### src/rtl/pwm8_pkg.sv
package pwm8_pkg;
    typedef enum logic [1:0] {
        ST_OFF    = 2'd0,
        ST_REPLAY = 2'd1,
        ST_RUN    = 2'd2
    } pwm_state_e;
endpackage

### src/rtl/pwm8_regs.sv
// Staging and working registers for duty and prescale values.
module pwm8_regs #(
    parameter int W = 8
) (
    input  logic         clk,
    input  logic         rst,
    input  logic         wr_duty,
    input  logic         wr_pre,
    input  logic [W-1:0] wr_data,
    input  logic         load,
    output logic [W-1:0] duty_lat,
    output logic [W-1:0] pre_lat
);
    logic [W-1:0] duty_stage;
    logic [W-1:0] pre_stage;

    always_ff @(posedge clk) begin
        if (rst) begin
            duty_stage <= '0;
            pre_stage  <= '0;
        end else begin
            if (wr_duty) duty_stage <= wr_data;
            if (wr_pre)  pre_stage  <= wr_data;
        end
    end

    // Copy happens on the final tick of a period; a write in the same
    // cycle is staged and moves across one period later.
    always_ff @(posedge clk) begin
        if (rst) begin
            duty_lat <= '0;
            pre_lat  <= '0;
        end else if (load) begin
            duty_lat <= duty_stage;
            pre_lat  <= pre_stage;
        end
    end
endmodule

### src/rtl/pwm8_timebase.sv
// Prescale divider and period step counter.
module pwm8_timebase #(
    parameter int W = 8
) (
    input  logic         clk,
    input  logic         rst,
    input  logic         clear,
    input  logic         tick_en,
    input  logic [W-1:0] pre_lat,
    output logic [W-1:0] pre_cnt,
    output logic [W-1:0] per_cnt,
    output logic         period_end
);
    localparam logic [W-1:0] LAST_STEP = W'((1 << W) - 2);

    logic step;

    always_comb begin
        step       = tick_en && !clear && (pre_cnt == pre_lat);
        period_end = step && (per_cnt == LAST_STEP);
    end

    always_ff @(posedge clk) begin
        if (rst || clear) begin
            pre_cnt <= '0;
            per_cnt <= '0;
        end else if (tick_en) begin
            if (step) begin
                pre_cnt <= '0;
                per_cnt <= period_end ? '0 : per_cnt + 1'b1;
            end else begin
                pre_cnt <= pre_cnt + 1'b1;
            end
        end
    end
endmodule

### src/rtl/pwm8_fsm.sv
// Run control: off, replay of the first period, steady run.
module pwm8_fsm
    import pwm8_pkg::*;
(
    input  logic       clk,
    input  logic       rst,
    input  logic       run_en,
    input  logic       period_end,
    output pwm_state_e st_q,
    output logic       active
);
    pwm_state_e st_d;

    always_comb begin
        st_d = st_q;
        unique case (st_q)
            ST_OFF:    st_d = run_en ? ST_REPLAY : ST_OFF;
            ST_REPLAY: st_d = !run_en ? ST_OFF : (period_end ? ST_RUN : ST_REPLAY);
            ST_RUN:    st_d = run_en ? ST_RUN : ST_OFF;
            default:   st_d = ST_OFF;
        endcase
    end

    always_ff @(posedge clk) begin
        if (rst) st_q <= ST_OFF;
        else     st_q <= st_d;
    end

    always_comb begin
        active = (st_q != ST_OFF);
    end
endmodule

### src/rtl/pwm8_gen.sv
// Top level: one PWM channel with double-buffered duty and prescale.
module pwm8_gen
    import pwm8_pkg::*;
#(
    parameter int W = 8
) (
    input  logic         clk,
    input  logic         rst,
    input  logic         tick_en,
    input  logic         wr_duty,
    input  logic         wr_pre,
    input  logic [W-1:0] wr_data,
    input  logic         run_en,
    input  logic         pin_sel,
    input  logic         gpio_bit,
    output logic         pwm_pin
);
    logic [W-1:0] duty_lat;
    logic [W-1:0] pre_lat;
    logic [W-1:0] pre_cnt;
    logic [W-1:0] per_cnt;
    logic         period_end;
    logic         active;
    logic         lvl;
    logic         hold_q;
    pwm_state_e   st_q;

    pwm8_regs #(.W(W)) regs_i (
        .clk(clk), .rst(rst), .wr_duty(wr_duty), .wr_pre(wr_pre),
        .wr_data(wr_data), .load(period_end),
        .duty_lat(duty_lat), .pre_lat(pre_lat)
    );

    pwm8_timebase #(.W(W)) tb_i (
        .clk(clk), .rst(rst), .clear(!active), .tick_en(tick_en),
        .pre_lat(pre_lat), .pre_cnt(pre_cnt), .per_cnt(per_cnt),
        .period_end(period_end)
    );

    pwm8_fsm fsm_i (
        .clk(clk), .rst(rst), .run_en(run_en), .period_end(period_end),
        .st_q(st_q), .active(active)
    );

    // All-ones duty exceeds the largest step index, so it stays high.
    always_comb lvl = (per_cnt < duty_lat);

    // Remember the level of the last running cycle for the frozen state.
    always_ff @(posedge clk) begin
        if (rst)         hold_q <= 1'b0;
        else if (active) hold_q <= lvl;
    end

    always_comb begin
        if (!pin_sel)    pwm_pin = gpio_bit;
        else if (active) pwm_pin = lvl;
        else             pwm_pin = hold_q;
    end
endmodule

### config.mk
export PLATFORM = sky130hd
export DESIGN_NAME = pwm8_gen
export DESIGN_NICKNAME = d
export VERILOG_FILES = /design/src/rtl/pwm8_pkg.sv /design/src/rtl/pwm8_regs.sv /design/src/rtl/pwm8_timebase.sv /design/src/rtl/pwm8_fsm.sv /design/src/rtl/pwm8_gen.sv
export SDC_FILE = /design/constraint.sdc
export NUM_CORES = 1
export LEC_CHECK = 0
export BUFFER_PORTS_ARGS = -buffer_cell sky130_fd_sc_hd__buf_2
export CAP_MARGIN = 10
export CELL_PAD_IN_SITES_DETAIL_PLACEMENT = 1
export CELL_PAD_IN_SITES_GLOBAL_PLACEMENT = 2
export CORE_MARGIN = 5
export CORE_UTILIZATION = 39
export CTS_BUF_LIST = sky130_fd_sc_hd__clkbuf_8
export DETAILED_ROUTE_END_ITERATION = 7
export GPL_TIMING_DRIVEN = 1
export PLACE_DENSITY = 0.78
export SLEW_MARGIN = 30
export SYNTH_ARGS = -nofsm -noshare
export SYNTH_HDL_FRONTEND = slang
export SYNTH_SLANG_ARGS = --single-unit
export TNS_END_PERCENT = 1
### constraint.sdc
create_clock -name clk -period 2.2 [get_ports clk]
set_input_delay 0.11 -clock clk [delete_from_list [all_inputs] [get_ports clk]]
set_output_delay 0.11 -clock clk [all_outputs]
set_load 0.005 [all_outputs]
==> results of run 1 <==
## what timing repair did
item / 4_1_cts / 5_1_grt
buffers inserted: 0 / 0
gates resized for setup: 1 / 1
setup endpoints to repair: 1 / 1
gates cloned: 0 / 0
## layout by cell type (no fill, tap or decap), types with 6 or more instances in the layout
cell type and n:
xor2_1 17, ha_1 10, buf_2 16, nor2_1 49, dfxtp_1 50, inv_1 9
nand4_1 9, a21oi_1 6, nand2_1 11, mux2i_1 32, clkbuf_8 6
## power breakdown
group / switching [mW] / total [mW] / internal (mW)
combinational: 0.0502 / 0.0874 / 0.0372
clock: 0.309 / 0.677 / 0.368
sequential: 0.0101 / 0.952 / 0.942
## worst max-delay path, cell delays in order, from the launching register on
cell,delay (ps)
dfxtp_1,410
ha_1,270
a21oi_1,160
nor2b_1,60
o21ai_0,150
o311ai_1,190
a31oi_1,210
buf_2,140
## per-stage QoR
step / util [%] / setup slack [ps] / cell area, sq um
floorplan: - / 546.8 / 2257
global placement: 43.41 / 357.3 / 2420
detailed placement: 43.41 / 343.8 / 2420
CTS: 45.52 / 83.44 / 2537
global route: 45.54 / 38.60 / 2539
finish: 45.54 / 196.4 / 2539
## routing by layer
| metal | part of all wire, % | global-route usage (%) | wire [microns] | vias up |
|---|---|---|---|---|
| li1 | - | - | - | 842 |
| met1 | 51 | 18.90 | 2507 | 778 |
| met2 | 45 | 23.41 | 2204 | 20 |
| met3 | 3.5 | 3.650 | 171 | 6 |
| met4 | 1.3 | 4.317 | 66 | 0 |
| met5 | 0 | 0 | 0 | - |
## final cells by class
type                    count  share of cell area, %
clock inverters             2                  1.380
clock buffers               6                  3.253
flip-flops and latches     51                  40.27
multi-input cells         167                  45.59
well taps                  72                  3.549
inverters                   9                  1.331
repair buffers             21                  4.633
## flip-flops by register name (all words and copies together) (netlist names)
register,count
regs_i.duty_lat,8
regs_i.duty_stage,8
regs_i.pre_lat,8
regs_i.pre_stage,8
tb_i.per_cnt,8
tb_i.pre_cnt,8
fsm_i.st_q,2
hold_q,1
## worst paths after layout
path                            slack, ps                                to
worst max-delay path                  200                           pwm_pin
worst min-delay path                   70  regs_i.pre_stage[0]$_SDFFE_PP0P_
worst max register to register        370      tb_i.per_cnt[6]$_SDFFE_PP0P_
worst min register to register        480          fsm_i.st_q[0]$_SDFF_PP0_
## cell families after synthesis
| family | Yosys count |
|---|---|
| adder cells (fa/ha/maj) | 10 |
| AND/OR/NAND/NOR | 90 |
| buffers and inverters | 17 |
| AO/OA/AOI/OAI | 15 |
| XOR/XNOR | 19 |
| multiplexers | 33 |
| flip-flops | 51 |
==> results_dict.tcl, run 1 <==
set metrics [dict create \
    routed_wl_microns 4949 \
    synth_edf_count 0 \
    antenna_found_initial 0 \
    synthXorXnorAreaFrac_pct 7.373 \
    rsz0062_at_grt "no" \
    hold_path_class "input pin to flop" \
    synth_flop_cell "dfxtp_1" \
    ys_warn_count 0 \
    ir_drop_mv 0.3017 \
    period_share_pct 91.07 \
    cts_buffers 5 \
    rows 27 \
    synthAdderAreaFrac_pct 5.543 \
    cp.required_ps 2090 \
    synthToLayoutAreaGrowth_pct 12.47 \
    timing.fmax_mhz 499.1 \
    dp_hpwl_microns 3740 \
    synth_area_sq_mm 0.002257 \
    cts_sinks 51 \
    syn_area_per_cell_sq_um 9.605 \
    synth.net_count 261 \
    clock_latency_ps 300 \
    drv_cap 0 \
    yosysMostFrequentCell "dfxtp_1" \
    r2r_start "tb_i.pre_cnt[2]$_SDFFE_PP0P_" \
    seqCellArea_sq_mm 0.001022 \
    cts_tree "done" \
    stdcell_count 328 \
    core_sq_mm 0.005574 \
    crit_fanout 4 \
    finalSetupTns_ps 0 \
    drtPass1Iterations 4 \
    via_per_inst 5.018 \
    drive_above_1_share_pct 13.67 \
    gp_congestion 0.7405 \
    grt_use_total_pct 14.46 \
    powerDensity_mw_per_mm2 676.0 \
    ff2ff_path_depth 5 \
    hold_viol 0 \
    startpoint_type "flop" \
    status "finished, final reports clean" \
    floorplan.initialDensity_pct 40.49 \
    overflow 0 \
    synth_top_cells_by_area "dfxtp_1 45%, mux2i_1 14%, nor2_1 8.1%" \
    dp.cells 320 \
    cp-end-kind "output pin" \
    synth_cell_types 31 \
    relSlewSlack_pct 65.99 \
    worstSetupPathType "flop to output pin" \
    finalSetupViolCount 0 \
    multi_input_area_sq_mm 0.001157 \
    slew_violations 0 \
    ctsHoldBuffers 0 \
    synthCells 235 \
    hold-worst-slack_ps 65.41 \
    ys_seq_area_share_pct 45.23 \
    grt_pass1_vias 1733 \
    grt_pass1_wl_microns 8390 \
    finalCriticalPeriod_ps 2004 \
    nets 281 \
    chipHeight_microns 86.08 \
    tightest_slew_ps 502.2 \
    cts_root_buffer "clkbuf_8" \
    grt_max_degree 37 \
    min_path_cells 3 \
    p_leak_nw 1.171 \
    htree_levels 2 \
    vias 1646 \
    wl_per_cell_microns 15.09 \
    clock_path_buffers 2 \
    synthSimpleGateAreaFrac_pct 19.57 \
    startpoint "tb_i.per_cnt[5]$_SDFFE_PP0P_" \
    synthArstFlopShare_pct 0 \
    path_clk_slew_ps 90 \
    synth_commonest_cells "51 x dfxtp_1, 49 x nor2_1, 32 x mux2i_1, 17 x xor2_1, 11 x nand2_1" \
    drt_iter0_markers 46 \
    diodes 0 \
    finClkSkew_ps 6.888 \
    portBuffers 16 \
    muxShareOfSynthArea_pct 14.69 \
    synth_top_family_by_area "simple AND/OR/NAND/NOR gates" \
    postRouteAntennaNets 0 \
    yosysTopAreaCellShare_pct 45.23 \
    fillers 660 \
    ios 17 \
    p_total_mw 1.716 \
    min_from "wr_data[0]" \
    ys_seq_elements 51 \
    synth_compound_area_share_pct 4.102 \
    fp.dieArea_sq_mm 0.007409 \
    die_width_microns 86.08 \
    drc_errors 0 \
    crit_arrival_ps 1890 \
    synth_top_cell_by_area "dfxtp_1" \
]
Note: power is estimated with default switching activity, not from simulation.
==> run 2, diff against run 1 <==
--- a/config.mk
+++ b/config.mk
@@ -10,11 +10,11 @@
 export CELL_PAD_IN_SITES_DETAIL_PLACEMENT = 1
 export CELL_PAD_IN_SITES_GLOBAL_PLACEMENT = 2
 export CORE_MARGIN = 5
-export CORE_UTILIZATION = 39
-export CTS_BUF_LIST = sky130_fd_sc_hd__clkbuf_8
+export CORE_UTILIZATION = 40
+export CTS_BUF_LIST = sky130_fd_sc_hd__clkbuf_8 sky130_fd_sc_hd__clkbuf_16
 export DETAILED_ROUTE_END_ITERATION = 7
 export GPL_TIMING_DRIVEN = 1
-export PLACE_DENSITY = 0.78
+export PLACE_DENSITY = 0.8
 export SLEW_MARGIN = 30
 export SYNTH_ARGS = -nofsm -noshare
 export SYNTH_HDL_FRONTEND = slang
==> constraint.sdc (replaced) <==
create_clock -name clk -period 2.52 [get_ports clk]
set_input_delay 0.126 -clock clk [delete_from_list [all_inputs] [get_ports clk]]
set_output_delay 0.126 -clock clk [all_outputs]
set_load 0.005 [all_outputs]
==> run 2 against run 1 <==
  * Register-to-register slack improved by 230 ps
  * Total power fell by 18%
  * Final cell count fell by 0.91%
  * Critical path type unchanged
  * Hold slack barely moved
  * Routed wire length fell by 2.7%
  * Clock power fell by 26%
==> results_dict.tcl, run 2 (same netlist as run 1, synthesis figures left out) <==
set metrics [dict create \
    worstSetupPathType "flop to output pin" \
    grtUsageMet2_pct 21.96 \
    chipHeight_microns 85.12 \
    tightest_slew_ps 621.8 \
    dp_hpwl_microns 3659 \
    ir_drop_mv 0.3402 \
    stdcell_count 325 \
    cts_tree "done" \
    finalSetupViolCount 0 \
    finalCriticalPeriod_ps 2151 \
    fp.dieArea_sq_mm 0.007245 \
    drv_cap 0 \
    period_share_pct 85.37 \
    clock_latency_ps 310 \
    grt_max_degree 37 \
    wl_per_cell_microns 14.82 \
    met3_usage_pct 3.495 \
    nets 278 \
    drtPass1Iterations 4 \
    fillers 655 \
    via_per_inst 5.022 \
    crit_fanout 8 \
    cts_resized 0 \
    p_leak_nw 1.144 \
    cts_root_buffer "clkbuf_8" \
    clock_path_buffers 2 \
    diodes 0 \
    htree_levels 2 \
    rows 27 \
    drive_above_1_share_pct 12.25 \
    grt_pass1_vias 1640 \
    relSlewSlack_pct 58.02 \
    timing.fmax_mhz 464.8 \
    gp_congestion 0.7568 \
    die_width_microns 85.12 \
    final_common_cell "dfxtp_1" \
    startpoint_type "flop" \
    drt_iter0_markers 58 \
    overflow 0 \
    grt_use_total_pct 13.95 \
    dp.cells 317 \
    cp.required_ps 2390 \
    path_clk_slew_ps 100 \
    ctsHoldBuffers 0 \
    cts_setup_buffers 0 \
    powerDensity_mw_per_mm2 565.0 \
    ios 17 \
    slew_violations 0 \
    finalSetupTns_ps 0 \
    grt.busiest_layer "met2" \
    vias 1632 \
    synthToLayoutAreaGrowth_pct 10.26 \
    grt_pass1_wl_microns 7921 \
    postRouteAntennaNets 0 \
    status "finished, final reports clean" \
    cp-end-kind "output pin" \
    cts_buffers 5 \
    layout_common_cells "51 x dfxtp_1, 49 x nor2_1, 32 x mux2i_1" \
    fin_util_pct 45.19 \
    antenna_found_initial 0 \
    rsz0062_at_grt "no" \
    routed_wl_microns 4816 \
    met1_usage_pct 18.75 \
    drc_errors 0 \
    crit_arrival_ps 2030 \
    portBuffers 16 \
    hold_path_class "input pin to flop" \
    hold_viol 0 \
    floorplan.initialDensity_pct 40.99 \
    core_sq_mm 0.005507 \
    cts_sinks 51 \
    finClkSkew_ps 8.621 \
]
[run 2: cell types whose count changed in the layout (fill, tap and decap cells not counted)]
cell / change
o311ai_1: -1
buf_4: -3
clkbuf_8: -1
bufinv_16: -1
dfxtp_1: +1
inv_6: +2
dfxtp_2: -1
o311ai_0: +1
[run 2: power by group]
part	leakage (nW)	switching, mW	internal (mW)
clock network	0.0489	0.297	0.202
logic	0.680	0.0415	0.0318
registers	0.414	0.0113	0.822
[run 2: per-layer routing]
layer / routed length (microns) / share of wire (%) / vias to the layer above
li1: - / - / 835
met1: 2463 / 51 / 770
met2: 2127 / 44 / 20
met3: 155 / 3.2 / 7
met4: 69 / 1.4 / 0
met5: 0 / 0 / -
[run 2: worst max-delay path: stages, from the launching register on]
cell and delay (ps):
dfxtp_1 400, ha_1 310, a21o_1 110, a211oi_1 60, o311ai_0 540, a31oi_1 150
buf_2 150
[run 2: area by class of cell]
cell class	count	area (sq um)	area share (%)
timing repair buffer	18	95.09	3.821
clock buffer	5	68.82	2.765
multi-input combinational	167	1157	46.51
clock inverter	3	22.52	0.9050
inverter	9	33.78	1.357
tap	72	90.09	3.620
sequential	51	1021	41.03
[run 2: path summary, 6_finish.rpt]
kind	start	end	slack [ps]	depth (start not counted)
max	tb_i.per_cnt[1]$_SDFFE_PP0P_	pwm_pin	370	6
min	wr_data[2]	regs_i.duty_stage[2]$_SDFFE_PP0P_	70	3
max reg2reg	tb_i.pre_cnt[0]$_SDFFE_PP0P_	fsm_i.st_q[1]$_SDFF_PP0_	600	6
min reg2reg	fsm_i.st_q[1]$_SDFF_PP0_	fsm_i.st_q[0]$_SDFF_PP0_	470	1
[run 2: through the flow]
| stage | hold slack (ps) | instance area (sq um) | power, mW | worst slack (ps) |
|---|---|---|---|---|
| floorplan | 273.1 | 2257 | 0.8957 | 866.8 |
| global placement | 382.1 | 2397 | 0.9260 | 673.3 |
| detailed placement | 394.3 | 2397 | 0.9274 | 594.5 |
| CTS | 59.79 | 2489 | 1.424 | 386.6 |
| global route | 67.74 | 2489 | 1.471 | 229.1 |
| finish | 65.21 | 2489 | 1.406 | 368.6 |
